**src/rtl/tlb_pkg.sv**
```systemverilog
package tlb_pkg;
  parameter int unsigned VA_W  = 48;
  parameter int unsigned PA_W  = 40;
  parameter int unsigned CTX_W = 13;
  parameter int unsigned PID_W = 3;
  parameter int unsigned PG_SH = 13;
  parameter int unsigned SZ_W  = 2;
  localparam int unsigned VPN_W = VA_W - PG_SH;
  localparam int unsigned PPN_W = PA_W - PG_SH;
  localparam int unsigned SUB_W = 15;

  typedef enum logic [2:0] {
    OP_NOP        = 3'd0,
    OP_INSERT     = 3'd1,
    OP_DEMAP_PAGE = 3'd2,
    OP_DEMAP_CTX  = 3'd3,
    OP_DEMAP_PART = 3'd4,
    OP_FLUSH      = 3'd5
  } tlb_op_e;

  typedef struct packed {
    logic [VPN_W-1:0] vpn;
    logic [PID_W-1:0] pid;
    logic [CTX_W-1:0] ctx;
    logic             real_m;
    logic [SZ_W-1:0]  size;
    logic [PPN_W-1:0] ppn;
    logic             lock;
  } tlb_ent_t;

  // page-number bits ignored by each size code
  function automatic logic [SUB_W-1:0] sub_mask(input logic [SZ_W-1:0] sz);
    case (sz)
      2'd0:    sub_mask = 15'h0000;
      2'd1:    sub_mask = 15'h0007;
      2'd2:    sub_mask = 15'h01ff;
      default: sub_mask = 15'h7fff;
    endcase
  endfunction
endpackage

```
**src/rtl/tlb_lowest.sv**
```systemverilog
module tlb_lowest #(
  parameter int unsigned N  = 8,
  parameter int unsigned IW = 3
) (
  input  logic [N-1:0]  req_i,
  output logic          found_o,
  output logic [IW-1:0] idx_o
);
  always_comb begin
    found_o = 1'b0;
    idx_o   = '0;
    for (int i = N - 1; i >= 0; i--) begin
      if (req_i[i]) begin
        found_o = 1'b1;
        idx_o   = IW'(i);
      end
    end
  end
endmodule

```
**src/rtl/tlb_cmp.sv**
```systemverilog
module tlb_cmp import tlb_pkg::*; (
  input  tlb_ent_t         ent_i,
  input  logic             valid_i,
  input  logic [VPN_W-1:0] lk_vpn_i,
  input  logic [PID_W-1:0] lk_pid_i,
  input  logic [CTX_W-1:0] lk_ctx_i,
  input  logic             lk_real_i,
  input  logic [VPN_W-1:0] op_vpn_i,
  input  logic [VPN_W-1:0] op_vpn_al_i,
  input  logic [PID_W-1:0] op_pid_i,
  input  logic [CTX_W-1:0] op_ctx_i,
  input  logic             op_real_i,
  input  logic [SZ_W-1:0]  op_size_i,
  output logic             lk_hit_o,
  output logic             page_hit_o,
  output logic             key_eq_o,
  output logic             ctx_eq_o,
  output logic             part_eq_o
);
  logic [VPN_W-1:0] ign;
  logic             lk_id, op_id;

  assign ign   = VPN_W'(sub_mask(ent_i.size));
  assign lk_id = (ent_i.pid == lk_pid_i) && (ent_i.ctx == lk_ctx_i) && (ent_i.real_m == lk_real_i);
  assign op_id = (ent_i.pid == op_pid_i) && (ent_i.ctx == op_ctx_i) && (ent_i.real_m == op_real_i);

  assign lk_hit_o   = valid_i && lk_id && (((lk_vpn_i ^ ent_i.vpn) & ~ign) == '0);
  assign page_hit_o = valid_i && op_id && (((op_vpn_i ^ ent_i.vpn) & ~ign) == '0);
  assign key_eq_o   = valid_i && op_id && (ent_i.vpn == op_vpn_al_i) && (ent_i.size == op_size_i);
  assign ctx_eq_o   = (ent_i.pid == op_pid_i) && (ent_i.ctx == op_ctx_i);
  assign part_eq_o  = (ent_i.pid == op_pid_i);
endmodule

```
**src/rtl/tlb_fmt.sv**
```systemverilog
module tlb_fmt import tlb_pkg::*; (
  input  tlb_ent_t    ent_i,
  input  logic        valid_i,
  input  logic        used_i,
  output logic [63:0] tag_o,
  output logic [63:0] data_o
);
  always_comb begin
    tag_o = '0;
    tag_o[CTX_W-1:0]       = ent_i.ctx;
    tag_o[VA_W-1:PG_SH]    = tag_o[VA_W-1:PG_SH] | ent_i.vpn;
    tag_o[61 +: PID_W]     = ent_i.pid;
    tag_o[60]              = ent_i.real_m;
    tag_o[56 +: SZ_W]      = ~ent_i.size;

    data_o = '0;
    data_o[63]             = valid_i;
    data_o[62]             = ent_i.lock;
    data_o[61]             = used_i;
    data_o[56 +: SZ_W]     = ent_i.size;
    data_o[PA_W-1:PG_SH]   = ent_i.ppn;
  end
endmodule

```
**src/rtl/tlb_nru.sv**
```systemverilog
module tlb_nru import tlb_pkg::*; #(
  parameter int unsigned N_ENTRIES = 8,
  parameter int unsigned IDX_W     = $clog2(N_ENTRIES)
) (
  input  logic               clk_i,
  input  logic               rst_ni,
  input  logic [2:0]         op_i,
  input  logic [VPN_W-1:0]   op_vpn_i,
  input  logic [PID_W-1:0]   op_pid_i,
  input  logic [CTX_W-1:0]   op_ctx_i,
  input  logic               op_real_i,
  input  logic [SZ_W-1:0]    op_size_i,
  input  logic [PPN_W-1:0]   op_ppn_i,
  input  logic               op_lock_i,
  input  logic               op_at_idx_i,
  input  logic [IDX_W-1:0]   op_idx_i,
  input  logic [VA_W-1:0]    lk_va_i,
  input  logic [PID_W-1:0]   lk_pid_i,
  input  logic [CTX_W-1:0]   lk_ctx_i,
  input  logic               lk_real_i,
  output logic               lk_hit_o,
  output logic [IDX_W-1:0]   lk_idx_o,
  output logic [PA_W-1:0]    lk_pa_o,
  input  logic [IDX_W-1:0]   rd_idx_i,
  output logic [63:0]        rd_tag_o,
  output logic [63:0]        rd_data_o
);
  localparam int unsigned N = N_ENTRIES;

  if (N > 64 || N < 2) begin : g_bad_size
    $error("tlb_nru: N_ENTRIES must lie in 2..64");
  end

  tlb_op_e          op;
  tlb_ent_t         ent_q [N];
  tlb_ent_t         new_ent;
  logic [N-1:0]     valid_q, used_q, lock_q;
  logic [N-1:0]     valid_d, used_d, lock_nx;
  logic [N-1:0]     lk_hit_v, page_v, key_v, ctx_v, part_v, cand_v, vict_oh;
  logic [VPN_W-1:0] lk_vpn, op_vpn_al;
  logic [IDX_W-1:0] cand_idx, at_idx, victim_idx;
  logic             cand_found;

  assign op        = tlb_op_e'(op_i);
  assign lk_vpn    = lk_va_i[VA_W-1:PG_SH];
  assign op_vpn_al = op_vpn_i & ~VPN_W'(sub_mask(op_size_i));

  assign new_ent = '{vpn: op_vpn_al, pid: op_pid_i, ctx: op_ctx_i, real_m: op_real_i,
                     size: op_size_i, ppn: op_ppn_i, lock: op_lock_i};

  for (genvar g = 0; g < N; g++) begin : g_ent
    assign lock_q[g] = ent_q[g].lock;
    tlb_cmp i_cmp (
      .ent_i       (ent_q[g]),
      .valid_i     (valid_q[g]),
      .lk_vpn_i    (lk_vpn),
      .lk_pid_i    (lk_pid_i),
      .lk_ctx_i    (lk_ctx_i),
      .lk_real_i   (lk_real_i),
      .op_vpn_i    (op_vpn_i),
      .op_vpn_al_i (op_vpn_al),
      .op_pid_i    (op_pid_i),
      .op_ctx_i    (op_ctx_i),
      .op_real_i   (op_real_i),
      .op_size_i   (op_size_i),
      .lk_hit_o    (lk_hit_v[g]),
      .page_hit_o  (page_v[g]),
      .key_eq_o    (key_v[g]),
      .ctx_eq_o    (ctx_v[g]),
      .part_eq_o   (part_v[g])
    );
  end

  // lookup: lowest matching entry wins
  tlb_lowest #(.N(N), .IW(IDX_W)) i_lk_enc (
    .req_i   (lk_hit_v),
    .found_o (lk_hit_o),
    .idx_o   (lk_idx_o)
  );

  always_comb begin
    logic [PPN_W-1:0] page;
    logic [SUB_W-1:0] m;
    m    = sub_mask(ent_q[lk_idx_o].size);
    page = ent_q[lk_idx_o].ppn;
    page[SUB_W-1:0] = (page[SUB_W-1:0] & ~m) | (lk_vpn[SUB_W-1:0] & m);
    lk_pa_o = lk_hit_o ? {page, lk_va_i[PG_SH-1:0]} : '0;
  end

  // victim: first invalid or not-recently-used entry, else the last one
  assign cand_v = ~valid_q | ~used_q;

  tlb_lowest #(.N(N), .IW(IDX_W)) i_vict_enc (
    .req_i   (cand_v),
    .found_o (cand_found),
    .idx_o   (cand_idx)
  );

  if ((1 << IDX_W) == N) begin : g_idx_full
    assign at_idx = op_idx_i;
  end else begin : g_idx_clamp
    assign at_idx = (op_idx_i > IDX_W'(N - 1)) ? IDX_W'(N - 1) : op_idx_i;
  end

  assign victim_idx = op_at_idx_i ? at_idx : (cand_found ? cand_idx : IDX_W'(N - 1));
  assign vict_oh    = {{(N-1){1'b0}}, 1'b1} << victim_idx;

  always_comb begin
    valid_d = valid_q;
    used_d  = used_q;
    lock_nx = lock_q;
    case (op)
      OP_INSERT: begin
        valid_d = (valid_q & ~(key_v & ~vict_oh)) | vict_oh;
        used_d  = (used_q  & ~(key_v & ~vict_oh)) | vict_oh;
        lock_nx[victim_idx] = op_lock_i;
        if (&used_d) used_d = lock_nx | vict_oh;
      end
      OP_DEMAP_PAGE: begin
        valid_d = valid_q & ~page_v;
        used_d  = used_q  & ~page_v;
      end
      OP_DEMAP_CTX: begin
        valid_d = valid_q & ~ctx_v;
        used_d  = used_q  & ~ctx_v;
      end
      OP_DEMAP_PART: begin
        valid_d = valid_q & ~(part_v & ~lock_q);
        used_d  = used_q  & ~(part_v & ~lock_q);
      end
      OP_FLUSH: begin
        valid_d = '0;
        used_d  = '0;
      end
      default: ;
    endcase
  end

  always_ff @(posedge clk_i or negedge rst_ni) begin
    if (!rst_ni) begin
      valid_q <= '0;
      used_q  <= '0;
      for (int i = 0; i < N; i++) ent_q[i] <= '0;
    end else begin
      valid_q <= valid_d;
      used_q  <= used_d;
      if (op == OP_INSERT) ent_q[victim_idx] <= new_ent;
    end
  end

  tlb_fmt i_fmt (
    .ent_i   (ent_q[rd_idx_i]),
    .valid_i (valid_q[rd_idx_i]),
    .used_i  (used_q[rd_idx_i]),
    .tag_o   (rd_tag_o),
    .data_o  (rd_data_o)
  );
endmodule

```
**config.mk**
```make
export PLATFORM = sky130hd
export DESIGN_NAME = tlb_nru
export DESIGN_NICKNAME = d
export VERILOG_FILES = /design/src/rtl/tlb_pkg.sv /design/src/rtl/tlb_lowest.sv /design/src/rtl/tlb_cmp.sv /design/src/rtl/tlb_fmt.sv /design/src/rtl/tlb_nru.sv
export SDC_FILE = /design/constraint.sdc
export NUM_CORES = 2
export LEC_CHECK = 0
export BUFFER_PORTS_ARGS = -buffer_cell sky130_fd_sc_hd__buf_4
export CAP_MARGIN = 40
export CORE_MARGIN = 3
export CORE_UTILIZATION = 45
export DETAILED_ROUTE_END_ITERATION = 12
export PLACE_DENSITY = 0.7
export SLEW_MARGIN = 20
export SYNTH_ARGS = -nofsm -noshare
export SYNTH_HDL_FRONTEND = slang
export SYNTH_SLANG_ARGS = --single-unit
```
**constraint.sdc**
```tcl
create_clock -name clk_i -period 5.44 [get_ports clk_i]
set_input_delay 0.816 -clock clk_i [delete_from_list [all_inputs] [get_ports clk_i]]
set_output_delay 0.816 -clock clk_i [all_outputs]
set_load 0.02 [all_outputs]
```
== Word-level counts from Yosys, hierarchy flattened ==
Cells that the tools add are included.

* Register bits after elaboration: 672
* Latch bits: 0
* Bits in writable memories: 0
* Bits in read-only memories: 0
* Bits of input ports: 159
* Memories: 0

* Add/sub/neg operators: 0
* $mul: 0
* Divide/modulo/power cells: 0
* $lt $le $gt $ge: 7
* Eq/ne operators: 89
* Shift operators: 1
* Multiplexer cells: 64
* Bitwise gates (word level): 72
* Reduce and logical (&&, ||, !) cells: 110

{| class="wikitable"
|+ Operator list
! operator !! count
|-
| bitwise mux 656 bit || 1
|-
| bitwise AND 35 bit || 17
|-
| zero test 35 bit || 16
|-
| XOR 35 bit || 16
|-
| binary-select mux 82 bit (select 3 bit) || 2
|-
| one-hot mux 15 bit (3 select lines) || 10
|-
| NOT 15 -> 35 bit || 9
|-
| equality test 35 bit || 8
|-
| demux 82 bit (select 3 bit) || 1
|-
| two-way mux 82 bit || 3
|-
| equality test 13 bit || 16
|-
| logical AND 1 bit || 82
|-
| bitwise AND 8 bit || 10
|-
| one-hot mux 8 bit (5 select lines) || 2
|-
| NOT 8 bit || 8
|-
| two-way mux 30 bit || 2
|-
| two-way mux 3 bit || 18
|-
| equality test 3 bit || 16
|-
| two-way mux 40 bit || 1
|-
| bitwise OR 8 bit || 4
|-
| bitwise AND 15 bit || 2
|-
| equality test 2 x 1 -> 1 bit, second input constant || 10
|-
| equality test 2 bit, second input constant || 10
|-
| zero test 2 bit || 10
|-
| other kinds (21) || 69
|}

== Depth between registers and ports, before layout ==
* Depth in word-level cells: 24
* Depth in mapped cells: 14
* Depth with buffers taken out: 11

== By module ==
A second synthesis with hierarchy kept.

* Cell total of the unflattened synthesis: 4341
* Area, all modules: 46229.3 sq um

{| class="wikitable"
|+ By module, submodules not included
! module !! instances !! cells an instance !! area an instance (sq um)
|-
| tlb_nru || 1 || 2610 || 32349.8
|-
| tlb_cmp || 8 || 197 || 1595.3
|-
| tlb_fmt || 1 || 129 || 957.2
|-
| tlb_lowest || 2 || 13 || 80.1
|}

== Worst setup path before layout ==
OpenSTA, ideal clock, no wires.

* Path type: in2out
* From: input lk_va_i[39]
* To: output lk_pa_o[22]
* Arrival time: 3.985 ns
* Data required time: 4.624 ns
* Slack: 0.639 ns
* Stages: 13
* Path buffers: 2
* Path through: buf_2 > xor2_1 > or4_1 > a2111o_1 > or4_4 > a2bb2oi_2 > o211ai_2 > buf_6 > mux2i_1 > mux2i_2 > mux2i_2 > o211ai_1 > a21oi_1

* Longest elaborated chain between the ends: 22

{| class="wikitable"
|+ Ends and longest elaborated chain
! what !! line !! source
|-
| from (decl) || tlb_nru.sv:17 || <nowiki>input logic [VA_W-1:0] lk_va_i,</nowiki>
|-
| XOR 35 bit || tlb_cmp.sv:27 || <nowiki>assign lk_hit_o = valid_i && lk_id && (((lk_vpn_i ^ ent_i.vpn) & ~ign) == '0);</nowiki>
|-
| bitwise AND 35 bit || tlb_cmp.sv:27 ||
|-
| zero test 35 bit || tlb_cmp.sv:27 ||
|-
| logical AND 1 bit || tlb_cmp.sv:27 ||
|-
| two-way mux 3 bit (8 in series) || tlb_lowest.sv:13 || <nowiki>if (req_i[i]) begin</nowiki>
|-
| NOT 3 -> 4 bit (not written as such) || tlb_nru.sv:84, tlb_nru.sv:85 ||
|-
| binary-select mux 82 bit (select 3 bit) || tlb_nru.sv:84, tlb_nru.sv:85 ||
|-
| two-way mux 30 bit (not written as such) (2 in series) || tlb_nru.sv:85 || <nowiki>page = ent_q[lk_idx_o].ppn;</nowiki>
|-
| equality test 2 bit, or another cell as far along || tlb_pkg.sv:33 || <nowiki>case (sz)</nowiki>
|-
| one-hot mux 15 bit (3 select lines) || tlb_pkg.sv:33 ||
|-
| NOT 15 bit || tlb_nru.sv:86 || <nowiki>page[SUB_W-1:0] = (page[SUB_W-1:0] & ~m) | (lk_vpn[SUB_W-1:0] & m);</nowiki>
|-
| bitwise AND 15 bit || tlb_nru.sv:86 ||
|-
| bitwise OR 15 bit || tlb_nru.sv:86 ||
|-
| two-way mux 40 bit (*) || tlb_nru.sv:87 || <nowiki>lk_pa_o = lk_hit_o ? {page, lk_va_i[PG_SH-1:0]} : '0;</nowiki>
|-
| to (decl) || tlb_nru.sv:23 || <nowiki>output logic [PA_W-1:0] lk_pa_o,</nowiki>
|}

Mark *: on every way between the ends. The rest lies on a longest branch, timed or not. The select of a mux whose other input is x is not followed.

== Final worst setup path ==
* From: register ent_q[237] (netlist name)
* To: output lk_pa_o[26]

* Longest elaborated chain between the ends: 20

{| class="wikitable"
|+ Ends and longest elaborated chain
! what !! line !! source
|-
| from (decl) || tlb_nru.sv:35 || <nowiki>tlb_ent_t ent_q [N];</nowiki>
|-
| from (signal, indexed assignment) || tlb_nru.sv:147 || <nowiki>if (op == OP_INSERT) ent_q[victim_idx] <= new_ent;</nowiki>
|-
| XOR 35 bit (*) || tlb_cmp.sv:27 ||
|-
| bitwise AND 35 bit (*) || tlb_cmp.sv:27 ||
|-
| zero test 35 bit (*) || tlb_cmp.sv:27 ||
|-
| logical AND 1 bit (*) || tlb_cmp.sv:27 ||
|-
| two-way mux 3 bit (6 in series) || tlb_lowest.sv:13 ||
|-
| NOT 3 -> 4 bit (not written as such) || tlb_nru.sv:84, tlb_nru.sv:85 ||
|-
| binary-select mux 82 bit (select 3 bit) || tlb_nru.sv:84, tlb_nru.sv:85 ||
|-
| two-way mux 30 bit (not written as such) (2 in series) || tlb_nru.sv:85 ||
|-
| equality test 2 bit, or another cell as far along || tlb_pkg.sv:33 ||
|-
| one-hot mux 15 bit (3 select lines) || tlb_pkg.sv:33 ||
|-
| NOT 15 bit || tlb_nru.sv:86 ||
|-
| bitwise AND 15 bit || tlb_nru.sv:86 ||
|-
| bitwise OR 15 bit || tlb_nru.sv:86 ||
|-
| two-way mux 40 bit (*) || tlb_nru.sv:87 ||
|}

Marked as above.

==> flow_metrics.tcl <==
set metrics [dict create \
    status "complete, no violations" \
    met3_usage_pct 10.5 \
    initial_core_util_pct 45.6 \
    vdd_drop_max_mv 0.400 \
    place_inst 6222 \
    worst-setup-path-type "reg2out" \
    arrival_ns 4.62 \
    endpoint_kind "output port" \
    grt_max_degree 133 \
    drt-vias-per-instance 6.41 \
    synth_async_sr_flop_share_pct 100 \
    slew_headroom_pct 32.6 \
    synth_area_um2 45800 \
    r2r_end "used_q[5]" \
    h-tree-depth 3 \
    cts.sinks 672 \
    die_w_um 325 \
    clock_path_buffers 3 \
    fin_util_pct 53.7 \
    drtPass1Iterations 8 \
    post_drt_wl_per_cell_um 32.8 \
    synth_ff_type "dfrtp_1" \
    drt_iter0_markers 5907 \
    worst_slack_ns 0.00167 \
    std_cell_rows 116 \
    yosysWarnings 0 \
    maxSlewViolCount 0 \
    nNetsFinal 5119 \
    gp_congestion 1.07 \
    startpoint_type "register" \
    stdcell_count 6388 \
    synth_edf_count 0 \
    dp_slack_ns -0.0135 \
    total_leakage_power_uw 0.0241 \
    vias 40944 \
    clk_latency_ns 0.70 \
    grt_use_met2_pct 57.0 \
    clock.fmax_mhz 184 \
    dp_hpwl_um 154000 \
    tightest_slew_ns 1.00 \
    die_h_um 325 \
    synth.avg_cell_area_um2 9.75 \
    top_usage_layer "met2" \
    hold_viol 0 \
    antenna_found_initial 20 \
    synth.most_common_cell "nand2_1" \
    die_area_um2 106000 \
    cts_buffers 80 \
    ys_seq_area_share_pct 36.7 \
    post-route-drc-count 0 \
    synthTopCellsByCount "977 x nand2_1, 672 x dfrtp_1, 524 x xnor2_1" \
    fin_hold_ws_ns 0.204 \
    grt_pass1_wl_um 297000 \
    setup_viol 0 \
    drive_gt1_share_pct 26.4 \
    synth_cell_type_count 78 \
    clockPowerShare_pct 32.7 \
    port_buffers 288 \
    fin_tns_setup_ns 0 \
    drv_cap 0 \
    cts_tree "yes" \
    cp_max_fo 6 \
    grt_util_met1_pct 53.6 \
    cts.clk_slew.worst_paths_ns 0.06 \
    core_um2 100000 \
    wl_um 210000 \
    netlist.area_leader.share_pct 36.7 \
    worstRegToRegCells 12 \
    required_ns 4.62 \
    p_comb_share_pct 28.6 \
    grt_pass1_vias 38988 \
    p_per_area_nw_per_um2 344 \
    fin_skew_ns 0.0393 \
    p_seq_share_pct 38.8 \
    fill_cells 8957 \
    swShare_pct 36.6 \
    period_minus_slack_ns 5.44 \
    rsz0062_at_grt "true" \
    period_share_pct 100 \
    ys_ff_latch 672 \
    synth_largest_area_cell "dfrtp_1" \
    clk_root_buffer_cell "clkbuf_16" \
    hold_buffers 0 \
    intPower_uw 11800 \
    hold_path.class "in2async" \
    ys_top_cells_by_area "dfrtp_1 37%, xnor2_1 10%, mux2_2 9.1%" \
    syn_inst 4696 \
    io_pins 331 \
    grtUsageTotal_pct 38.7 \
    synthToLayoutAreaGrowth_pct 17.9 \
    r2r-start "ent_q[558]" \
    p_switching_uw 6790 \
    grt_overflow 0 \
    r2r_setup_slack_ns 0.59 \
    detail-route-antenna-nets 0 \
]
## final cells by class
type | count | area, um2 | share of cell area (%)
multi-input cells | 3610 | 27700 | 51.3
diodes | 11 | 27.5 | 0.0510
clock buffers | 106 | 2260 | 4.19
clock inverters | 37 | 656 | 1.22
flip-flops and latches | 672 | 16800 | 31.2
well taps | 1357 | 1700 | 3.15
repair buffers | 550 | 4630 | 8.58
inverters | 45 | 169 | 0.313
## flip-flops by register name (all words and copies together) (netlist names)
signal,cells
ent_q,656
used_q,8
valid_q,8
## timing repair
item	4_1_cts	5_1_grt
gates cloned	0	2
setup buffers	0	9
setup endpoints to repair	27	27
pin swaps	3	14
gates resized for setup	20	61
## power by group through the flow
stage          Clock (uW)  Combinational [uW]  Sequential (uW)
2_1_floorplan           0                3180             6540
3_3_place_gp            0                4990             7150
3_5_place_dp            0                5050             7170
4_1_cts              6100                5100             7090
5_1_grt              6280                5550             7220
6_report             6060                5300             7200
## through the flow
| step | cell area, um2 | total power [uW] |
|---|---|---|
| global route | 53900 | 19100 |
| finish | 54000 | 18600 |
| CTS | 53500 | 18300 |
| floorplan | 45900 | 9720 |
| global placement | 50400 | 12100 |
| detailed placement | 50400 | 12200 |
## worst max-delay path, cell delays in order, from the launching register on
cell	delay [ns]
dfrtp_1	0.47
xnor2_1	0.54
nand4_1	0.19
nor4_1	0.34
buf_4	0.20
and4_1	0.28
o2bb2ai_1	0.14
buf_4	0.16
o211ai_4	0.14
mux2i_1	0.18
mux2i_2	0.27
mux2i_4	0.17
buf_12	0.17
o211ai_1	0.36
a21oi_1	0.13
buf_4	0.17
## cell families after synthesis
group / count (synthesis) / synth area share (%)
DFF: 672 / 36.7
adders and majority gates: 1 / 0.0273
muxes: 634 / 19.5
buffers and inverters: 455 / 4.36
and+or+nand+nor: 1607 / 16.1
xor gates and xnor gates: 907 / 17.4
AOI/OAI and AO/OA: 419 / 5.92
other: 1 / 0.00819
## per-layer routing
layer  up-vias  share of wire (%)
met2      3014                 43
met5         -              0.017
met3       562                 13
li1      16804                  -
met4         6                5.1
met1     20558                 39
## how the worst max path moves through the flow
stage,start,endpoint,cells past startpoint
2_1_floorplan,lk_va_i[39],lk_pa_o[22],13
3_5_place_dp,lk_va_i[19],lk_pa_o[32],16
5_1_grt,ent_q[650],lk_pa_o[14],13
4_1_cts,ent_q[650],lk_pa_o[26],14
6_report,ent_q[237],lk_pa_o[26],15
3_3_place_gp,lk_va_i[28],lk_pa_o[26],19
## layout by cell type (no fill, tap or decap), drive strengths merged, types with 6 or more instances in the layout
cell	netlist	layout
and3	9	9
o21ai	166	166
xor2	383	383
o2111ai	16	16
or4	13	13
nand3	50	50
dfrtp	672	672
a2111oi	8	8
clkbuf	262	108
a22o	15	15
inv	45	52
nand4	166	166
a31oi	12	12
nand2b	44	44
mux4	168	168
o22ai	11	11
nor4b	7	7
a41oi	7	7
nor3	60	60
o31ai	11	11
nand2	977	977
xnor2	524	524
a22oi	37	37
o41ai	7	7
buf	148	548
mux2i	94	94
bufinv	0	14
clkinv	0	12
nor2b	22	22
conb	1	42
o211ai	18	18
nor2	88	88
and2	10	10
or3	6	6
mux2	372	372
nor4	131	131
a21oi	57	57
diode	0	11
(Power assumes the default switching activity.)
